<file path="src/rtl/dreq_pkg.sv">
package dreq_pkg;

    typedef enum logic [1:0] {
        HS_IDLE = 2'd0,
        HS_WAIT = 2'd1,
        HS_BUSY = 2'd2,
        HS_DONE = 2'd3
    } hs_state_e;

    typedef enum logic [1:0] {
        BP_IDLE = 2'd0,
        BP_RD   = 2'd1,
        BP_WR   = 2'd2
    } bus_phase_e;

endpackage

</file>
<file path="src/rtl/dreq_detect.sv">
module dreq_detect (
    input  logic clk,
    input  logic rst_n,
    input  logic dreq,
    input  logic level_mode,
    output logic trig
);
    typedef struct packed {
        logic last;
    } det_t;

    det_t det_d, det_q;

    always_comb begin
        det_d      = det_q;
        det_d.last = dreq;
        trig       = level_mode ? dreq : (dreq & ~det_q.last);
    end

    always_ff @(posedge clk or negedge rst_n) begin
        if (!rst_n) det_q <= '0;
        else        det_q <= det_d;
    end
endmodule

</file>
<file path="src/rtl/dreq_bus_stub.sv">
module dreq_bus_stub
    import dreq_pkg::*;
#(
    parameter int RD_CYC = 2,
    parameter int WR_CYC = 2
) (
    input  logic clk,
    input  logic rst_n,
    input  logic abort,
    input  logic start,
    output logic rd_ph,
    output logic wr_ph,
    output logic cyc_end
);
    localparam int MAXP = (RD_CYC > WR_CYC) ? RD_CYC : WR_CYC;
    localparam int PH_W = $clog2(MAXP + 1);

    typedef struct packed {
        bus_phase_e      ph;
        logic [PH_W-1:0] left;
    } stub_t;

    stub_t s_d, s_q;

    always_comb begin
        s_d = s_q;
        if (abort) begin
            s_d.ph   = BP_IDLE;
            s_d.left = '0;
        end else begin
            unique case (s_q.ph)
                BP_IDLE: if (start) begin
                    s_d.ph   = BP_RD;
                    s_d.left = PH_W'(RD_CYC - 1);
                end
                BP_RD: if (s_q.left == '0) begin
                    s_d.ph   = BP_WR;
                    s_d.left = PH_W'(WR_CYC - 1);
                end else begin
                    s_d.left = s_q.left - 1'b1;
                end
                BP_WR: if (s_q.left == '0) begin
                    s_d.ph = BP_IDLE;
                end else begin
                    s_d.left = s_q.left - 1'b1;
                end
                default: s_d.ph = BP_IDLE;
            endcase
        end
    end

    always_ff @(posedge clk or negedge rst_n) begin
        if (!rst_n) s_q <= '{ph: BP_IDLE, left: '0};
        else        s_q <= s_d;
    end

    assign rd_ph   = (s_q.ph == BP_RD);
    assign wr_ph   = (s_q.ph == BP_WR);
    assign cyc_end = (s_q.ph == BP_WR) && (s_q.left == '0);
endmodule

</file>
<file path="src/rtl/dreq_xfer_fsm.sv">
module dreq_xfer_fsm
    import dreq_pkg::*;
#(
    parameter int CNT_W     = 8,
    parameter int BURST_LAT = 5,
    parameter int STEAL_LAT = 4
) (
    input  logic             clk,
    input  logic             rst_n,
    input  logic             chan_en,
    input  logic             burst_mode,
    input  logic             level_mode,
    input  logic [CNT_W-1:0] xfer_count,
    input  logic             trig,
    input  logic             cyc_end,
    output logic             drak,
    output logic             cyc_start,
    output logic             done
);
    localparam int MAXLAT = (BURST_LAT > STEAL_LAT) ? BURST_LAT : STEAL_LAT;
    localparam int DLY_W  = $clog2(MAXLAT + 1);

    typedef struct packed {
        hs_state_e        state;
        logic [CNT_W-1:0] cnt;
        logic [DLY_W-1:0] dly;
        logic             pend;
        logic             drak;
        logic             start;
        logic             done;
    } ctl_t;

    ctl_t c_d, c_q;
    logic [DLY_W-1:0] lat_load;
    logic             last_xfer;
    logic             steal_arm;

    always_comb begin
        lat_load  = burst_mode ? DLY_W'(BURST_LAT - 1) : DLY_W'(STEAL_LAT - 1);
        last_xfer = (c_q.cnt == CNT_W'(1));
        steal_arm = !burst_mode && (c_q.state == HS_BUSY) && !c_q.start &&
                    !c_q.pend && (c_q.cnt > CNT_W'(1));

        c_d       = c_q;
        c_d.drak  = 1'b0;
        c_d.start = 1'b0;

        if (!chan_en) begin
            c_d.state = HS_IDLE;
            c_d.cnt   = xfer_count;
            c_d.dly   = '0;
            c_d.pend  = 1'b0;
            c_d.done  = 1'b0;
        end else begin
            unique case (c_q.state)
                HS_IDLE: begin
                    if (c_q.cnt == '0) begin
                        c_d.state = HS_DONE;
                        c_d.done  = 1'b1;
                    end else if (trig) begin
                        c_d.state = HS_WAIT;
                        c_d.drak  = 1'b1;
                        c_d.dly   = lat_load;
                    end
                end
                HS_WAIT: begin
                    if (c_q.dly <= DLY_W'(1)) begin
                        c_d.state = HS_BUSY;
                        c_d.start = 1'b1;
                        c_d.dly   = '0;
                    end else begin
                        c_d.dly = c_q.dly - 1'b1;
                    end
                end
                HS_BUSY: begin
                    if (steal_arm && trig) begin
                        c_d.pend = 1'b1;
                        c_d.drak = 1'b1;
                    end
                    if (cyc_end) begin
                        c_d.cnt = c_q.cnt - 1'b1;
                        if (last_xfer) begin
                            c_d.state = HS_DONE;
                            c_d.done  = 1'b1;
                            c_d.pend  = 1'b0;
                        end else if (burst_mode && !level_mode) begin
                            c_d.start = 1'b1;
                        end else if (burst_mode) begin
                            if (trig) begin
                                c_d.start = 1'b1;
                                c_d.drak  = 1'b1;
                            end else begin
                                c_d.state = HS_IDLE;
                            end
                        end else if (c_d.pend) begin
                            c_d.state = HS_WAIT;
                            c_d.dly   = lat_load;
                            c_d.pend  = 1'b0;
                        end else begin
                            c_d.state = HS_IDLE;
                        end
                    end
                end
                HS_DONE: c_d.done = 1'b1;
                default: c_d.state = HS_IDLE;
            endcase
        end
    end

    always_ff @(posedge clk or negedge rst_n) begin
        if (!rst_n) c_q <= '{state: HS_IDLE, default: '0};
        else        c_q <= c_d;
    end

    assign drak      = c_q.drak;
    assign cyc_start = c_q.start;
    assign done      = c_q.done;
endmodule

</file>
<file path="src/rtl/dreq_handshake_ctrl.sv">
module dreq_handshake_ctrl #(
    parameter int CNT_W     = 8,
    parameter int BURST_LAT = 5,
    parameter int STEAL_LAT = 4,
    parameter int RD_CYC    = 2,
    parameter int WR_CYC    = 2
) (
    input  logic             clk,
    input  logic             rst_n,
    input  logic             chan_en,
    input  logic             burst_mode,
    input  logic             level_mode,
    input  logic             single_addr,
    input  logic             ack_on_write,
    input  logic [CNT_W-1:0] xfer_count,
    input  logic             dreq,
    output logic             drak,
    output logic             dack,
    output logic             cyc_start,
    output logic             bus_rd,
    output logic             bus_wr,
    output logic             bus_end,
    output logic             done
);
    logic trig;
    logic start_w;

    dreq_detect u_detect (
        .clk        (clk),
        .rst_n      (rst_n),
        .dreq       (dreq),
        .level_mode (level_mode),
        .trig       (trig)
    );

    dreq_xfer_fsm #(
        .CNT_W     (CNT_W),
        .BURST_LAT (BURST_LAT),
        .STEAL_LAT (STEAL_LAT)
    ) u_fsm (
        .clk        (clk),
        .rst_n      (rst_n),
        .chan_en    (chan_en),
        .burst_mode (burst_mode),
        .level_mode (level_mode),
        .xfer_count (xfer_count),
        .trig       (trig),
        .cyc_end    (bus_end),
        .drak       (drak),
        .cyc_start  (start_w),
        .done       (done)
    );

    dreq_bus_stub #(
        .RD_CYC (RD_CYC),
        .WR_CYC (WR_CYC)
    ) u_bus (
        .clk     (clk),
        .rst_n   (rst_n),
        .abort   (!chan_en),
        .start   (start_w),
        .rd_ph   (bus_rd),
        .wr_ph   (bus_wr),
        .cyc_end (bus_end)
    );

    assign cyc_start = start_w;
    assign dack = single_addr ? (bus_rd | bus_wr)
                              : (ack_on_write ? bus_wr : bus_rd);
endmodule

</file>
<file path="config.mk">
export PLATFORM = sky130hd
export DESIGN_NAME = dreq_handshake_ctrl
export DESIGN_NICKNAME = d
export VERILOG_FILES = /design/src/rtl/dreq_pkg.sv /design/src/rtl/dreq_detect.sv /design/src/rtl/dreq_bus_stub.sv /design/src/rtl/dreq_xfer_fsm.sv /design/src/rtl/dreq_handshake_ctrl.sv
export SDC_FILE = /design/constraint.sdc
export NUM_CORES = 1
export LEC_CHECK = 0
export CAP_MARGIN = 40
export CORE_MARGIN = 1
export CORE_UTILIZATION = 51
export CTS_BUF_LIST = sky130_fd_sc_hd__clkbuf_8
export DETAILED_ROUTE_END_ITERATION = 10
export PLACE_DENSITY = 0.84
export SLEW_MARGIN = 5
export SYNTH_ARGS = -nofsm -noshare
export SYNTH_HDL_FRONTEND = slang
export SYNTH_SLANG_ARGS = --single-unit
</file>
<file path="constraint.sdc">
create_clock -name clk -period 1.8 [get_ports clk]
set_input_delay 0.27 -clock clk [delete_from_list [all_inputs] [get_ports clk]]
set_output_delay 0.27 -clock clk [all_outputs]
set_load 0.02 [all_outputs]
</file>
**Yosys cells after proc, flatten, opt, wreduce, memory -nomap -nowiden**

Cells that the tools add are included.

- $add $sub $neg: 3
- $lt $le $gt $ge: 2
- Eq/ne operators: 28
- Multiplexer cells: 51
- Bitwise gates (word level): 3
- Reduce and logical (&&, ||, !) cells: 21

Operators by type and width:

| cell | count |
|---|---|
| $mux 2 | 18 |
| $ne 3x3->1 const B | 8 |
| $ne 3x2->1 const B | 6 |
| $pmux 2 s3 | 3 |
| $mux 17 | 1 |
| $mux 4 | 4 |
| $mux 3 | 5 |
| $mux 14 | 1 |
| $mux 1 | 13 |
| $ne 4x1->1 const B | 3 |
| $pmux 3 s3 | 1 |
| $eq 8x1->1 const B | 1 |
| $gt 8x1->1 const B | 1 |
| $logic_not 8->1 | 1 |
| $mux 8 | 1 |
| $reduce_and 8->1 | 1 |
| $sub 8x1->8 const B | 1 |
| $logic_and 1x1->1 | 7 |
| $eq 2x2->1 const B | 3 |
| $logic_not 2->1 | 3 |
| $reduce_and 3->1 | 2 |
| $reduce_and 6->1 | 1 |
| $mux 5 | 1 |
| $ne 5x5->1 const B | 1 |
| 15 further kinds | 21 |

- Register bits after elaboration: 22
- Input bits: 16
- Output and inout bits: 7
- Logic and storage cells: 118

**Longest topological paths before layout**

- Depth in word-level cells: 16
- Mapped depth: 9
- Depth with buffers taken out: 7

**By module**

Synthesis repeated with hierarchy kept, for this count alone.

- Cells, all modules: 185
- Area total of the unflattened synthesis: 1,670.4 µm²

By module, submodules not included:

| module | instances | cells each | area each (µm²) | sequential area each (µm²) |
|---|---|---|---|---|
| dreq_xfer_fsm | 1 | 140 | 1,260.0 | 425.4 |
| dreq_bus_stub | 1 | 37 | 350.3 | 100.1 |
| dreq_detect | 1 | 3 | 36.3 | 25.0 |
| dreq_handshake_ctrl | 1 | 5 | 23.8 | 0.0 |

**Worst setup path before layout**

No wires, ideal clock.

- Kind: flip-flop to flip-flop
- From: reg u_bus.s_q[2] (netlist name)
- To: reg u_fsm.c_q[12] (netlist name)
- Library setup time: 0.137 ns
- Data arrival time: 1.800 ns
- Path slack: -0.137 ns
- Stages on the path, launching flop included: 10
- Clock period less this slack: 1.937 ns
- Path through: dfrtp_1 > inv_1 > ha_1 > buf_2 > and3_1 > buf_2 > nand3_1 > nor4_1 > xnor2_1 > a21oi_1

- Word-level cells in the longest chain between the ends: 4

Ends and longest elaborated chain:

| what | RTL line | RTL |
|---|---|---|
| start, declared | dreq_bus_stub.sv:23 | `stub_t s_d, s_q;` |
| start signal, assigned | dreq_bus_stub.sv:53 | `if (!rst_n) s_q <= '{ph: BP_IDLE, left: '0};` |
| $eq 2x2->1 | -- |  |
| named net bus_wr | dreq_handshake_ctrl.sv:21 | `output logic bus_wr,` |
| $logic_and 1x1->1 | dreq_bus_stub.sv:59 | `assign cyc_end = (s_q.ph == BP_WR) && (s_q.left == '0);` |
| $ne 2x1->1 (no source line) | -- |  |
| $reduce_and 2->1 (no source line) | -- |  |
| end signal, assigned | dreq_xfer_fsm.sv:111 | `if (!rst_n) c_q <= '{state: HS_IDLE, default: '0};` |
| end signal, assigned | dreq_xfer_fsm.sv:112 | `else c_q <= c_d;` |
| end, declared | dreq_xfer_fsm.sv:33 | `ctl_t c_d, c_q;` |

The timed path passes the listed nets, and every way through them passes these cells.
A chain may end at the register's enable or synchronous reset.

**Worst setup path after layout**

- From: reg u_fsm.c_q[7] (netlist name)
- To: reg u_fsm.c_q[6] (netlist name)

- Word-level cells in the longest chain between the ends: 8

Ends and longest elaborated chain:

| what | RTL line | RTL |
|---|---|---|
| $gt 8x1->1 | dreq_xfer_fsm.sv:42 | `!c_q.pend && (c_q.cnt > CNT_W'(1));` |
| $logic_and 1x1->1 | dreq_xfer_fsm.sv:42 |  |
| $logic_and 1x1->1 | dreq_xfer_fsm.sv:76 | `if (steal_arm && trig) begin` |
| $mux 2 | dreq_xfer_fsm.sv:76 |  |
| $mux 2 | dreq_xfer_fsm.sv:55 | `unique case (c_q.state)` |
| $mux 2 | dreq_xfer_fsm.sv:48 | `if (!chan_en) begin` |
| $ne 3x3->1 (no source line) | -- |  |
| $reduce_and 8->1 (no source line) (*) | -- |  |

Every way passes the cells marked *; elsewhere a longest branch is shown, timed or not. The select of a mux whose other input is x is not followed.

==> metrics.txt <==
type of origin of the critical path register; total clock sinks 22; Site Rows 19; TritonCTS Buffers 3; Clock Path Buffers 2; Area Overhead vs Synth 41.23%; H-tree levels 1; Ports 23; drt drc 0; worst path required time 1.98 ns; hold crit path type in -> async; max cap viols 0; initial antenna violation count 0; most common cell after layout, fill and taps aside buf_4; highest clock rate 505.6 MHz; Max transition margin 70.57%; Fin Setup TNS -0.4354 ns; max-slew violation count 0; Clock Latency Late Sink 0.26 ns; Power Total 2.440 mW; final RePlAce weighted congestion 0.9461; Final period util 109.9%; crit path max fanout 3; Via density 6.082; Worst-path clk slew 0.08 ns; commonest cells after routing, fill and taps aside buf_4 (32), dfrtp_1 (22), nor2_1 (18), clkdlybuf4s50_1 (18), nand2_1 (17); reg2reg setup slack -0.18 ns; n_diodes 0; end of the critical path u_fsm.c_q[6]; vias in the first global route 1623; Post-Route WL 4658 microns; GRT Residual Overflow 0; Routed Antenna Nets 0; Die ar. 0.003302 sq mm; Worst Tran Pin Value 0.4401 ns; Tmin final 1.978 ns; Final Hold Viols 0; Detail Placement HPWL 3137 microns; Total GRT Usage 28.49%; status complete, but fails checks; CTS tree built; failing checks setup timing; global-route wire length before repair 7176 microns; FF+latch count, synth 22; sequential element share of the synthesized area 35.09%; wire length per cell 17.32 microns; Crit Path Class reg -> reg; Syn Nets 218; Worst Clk Skew 0.004979 ns; largest net degree at the start of global routing 23; cell area power density 1101 mW/mm^2; crit path from u_fsm.c_q[7]; post-synthesis cell type count 37; Port Buffers 22; synthesized area per cell 8.390 sq um; fin nets 270; Final WS setup -0.1778 ns; worst IR drop on VDD 0.6665 mV; # hold bufs at CTS 0; unrepaired setup endpoints after global routing true; Starting Density 55.46%; Yosys warnings 0; CP endpoint kind register; Pleak 0.9672 nW; Final Setup Violations 3; RR Startpoint u_fsm.c_q[7]; mapped cell area 0.001569 sq mm; Initial DRT Pass Iterations 4; Die Y 57.47 microns; core footprint 0.002829 sq mm; crit path DAT 2.16 ns; die width 57.47 microns; Critical R2R Capture u_fsm.c_q[6]; layout cells sized above 1 27.31%; routed via count 1636; r2r worst-path depth 7; Mapped Cells 187; fillers 189; root buf cell clkbuf_8; DRT iter0 DRCs 68
==> cell type report <==
type	count	area (sq um)	share of cell area, %
Inverter	14	52.55	2.372
Sequential cell	22	550.5	24.84
Multi-Input combinational cell	144	1066	48.11
Tap cell	31	38.79	1.750
Clock buffer	4	55.05	2.484
Timing Repair Buffer	54	452.9	20.44
==> critical path, stage by stage, from the launching register on <==
cell      delay, ns
dfrtp_1        0.46
inv_2          0.12
ha_4           0.13
or3b_4         0.39
o211ai_1       0.29
a221oi_2       0.13
nand2_2        0.14
mux2i_1        0.22
==> state kept, by name (all words and copies together), names as in the netlist <==
signal	count
u_fsm.done	1
u_detect.det_q	1
u_fsm.c_q	14
u_fsm.cyc_start	1
u_fsm.drak	1
u_bus.s_q	4
==> Yosys cell counts, drive strengths merged <==
master / instances / share of area, %
a211oi: 2 / 1.3
a21o: 2 / 0.96
a21oi: 14 / 4.5
a221oi: 1 / 0.56
a31oi: 1 / 0.40
a41oi: 1 / 0.56
and3: 2 / 0.80
buf: 3 / 0.96
clkbuf: 4 / 0.96
dfrtp: 22 / 35
ha: 15 / 12
inv: 14 / 3.3
mux2: 1 / 0.72
mux2i: 5 / 3.2
nand2: 18 / 4.3
nand2b: 3 / 1.2
nand3: 10 / 3.2
nand4: 4 / 1.6
nor2: 18 / 4.3
nor2b: 1 / 0.40
nor3: 5 / 1.6
nor4: 2 / 0.80
o2111ai: 2 / 1.5
o211a: 1 / 0.64
o211ai: 3 / 1.4
o21ai: 18 / 5.7
o21ba: 1 / 0.64
o22ai: 1 / 0.40
o311ai: 1 / 0.56
or3: 1 / 0.40
or3b: 2 / 1.1
or4: 1 / 0.48
xnor2: 6 / 3.3
xor2: 2 / 1.1
==> per-stage QoR <==
stage                     instances  hold slack [ns]  setup slack (ns)  util, %  instance area [sq um]
after floorplan                 187         -0.02559          0.003890        -                   1588
after global placement          263           0.4810          -0.05046    72.18                   2042
after detailed placement        263           0.5090           -0.1055    72.18                   2042
after CTS                       267           0.3579         -0.002683    74.97                   2121
after global routing            269           0.3634           -0.2563    78.33                   2216
final                           269           0.3411           -0.1778    78.33                   2216
==> per-layer routing <==
metal	vias to the layer above	wire, microns	global-route usage, %	share of wire (%)
met5	-	0	0	0
met4	0	203	13.59	4.4
met3	24	252	4.082	5.4
met2	74	2368	49.34	51
met1	777	1834	34.68	39
li1	761	-	-	-
==> worst min path at each step <==
stage | slack, ns | to | startpoint
after floorplan | -0.03 | u_bus.s_q[0] | rst_n
after global placement | 0.48 | u_fsm.done | u_fsm.done
after detailed placement | 0.51 | u_fsm.done | u_fsm.done
after CTS | 0.36 | u_fsm.c_q[15] | rst_n
after global routing | 0.36 | u_fsm.c_q[16] | rst_n
final | 0.34 | u_fsm.c_q[15] | rst_n
==> repair_timing <==
action                                  in CTS  in global routing
resized for setup                           17                 24
gates cloned                                 0                  0
pin swaps                                    2                  4
endpoints found under the setup margin      14                 17
endpoints found under the hold margin        0                  0
buffers inserted                             0                  2
==> kinds of logic (layout without fill, tap and decap cells) <==
group / count (synthesis) / count (layout) / share of synthesized area [%]
simple gates: 67 / 67 / 20.18
compound gates: 48 / 48 / 19.14
flops: 22 / 22 / 35.09
buf+inv: 21 / 72 / 5.263
fa+ha+maj: 15 / 15 / 11.96
xor+xnor: 8 / 8 / 4.466
mux: 6 / 6 / 3.908
==> power by group <==
group | internal (mW) | switching, mW | total, mW
sequential | 0.593 | 0.0825 | 0.675
clock | 0.195 | 0.167 | 0.362
combinational | 0.626 | 0.777 | 1.40
total | 1.41 | 1.03 | 2.44
Note: power is estimated with default switching activity, not from simulation.
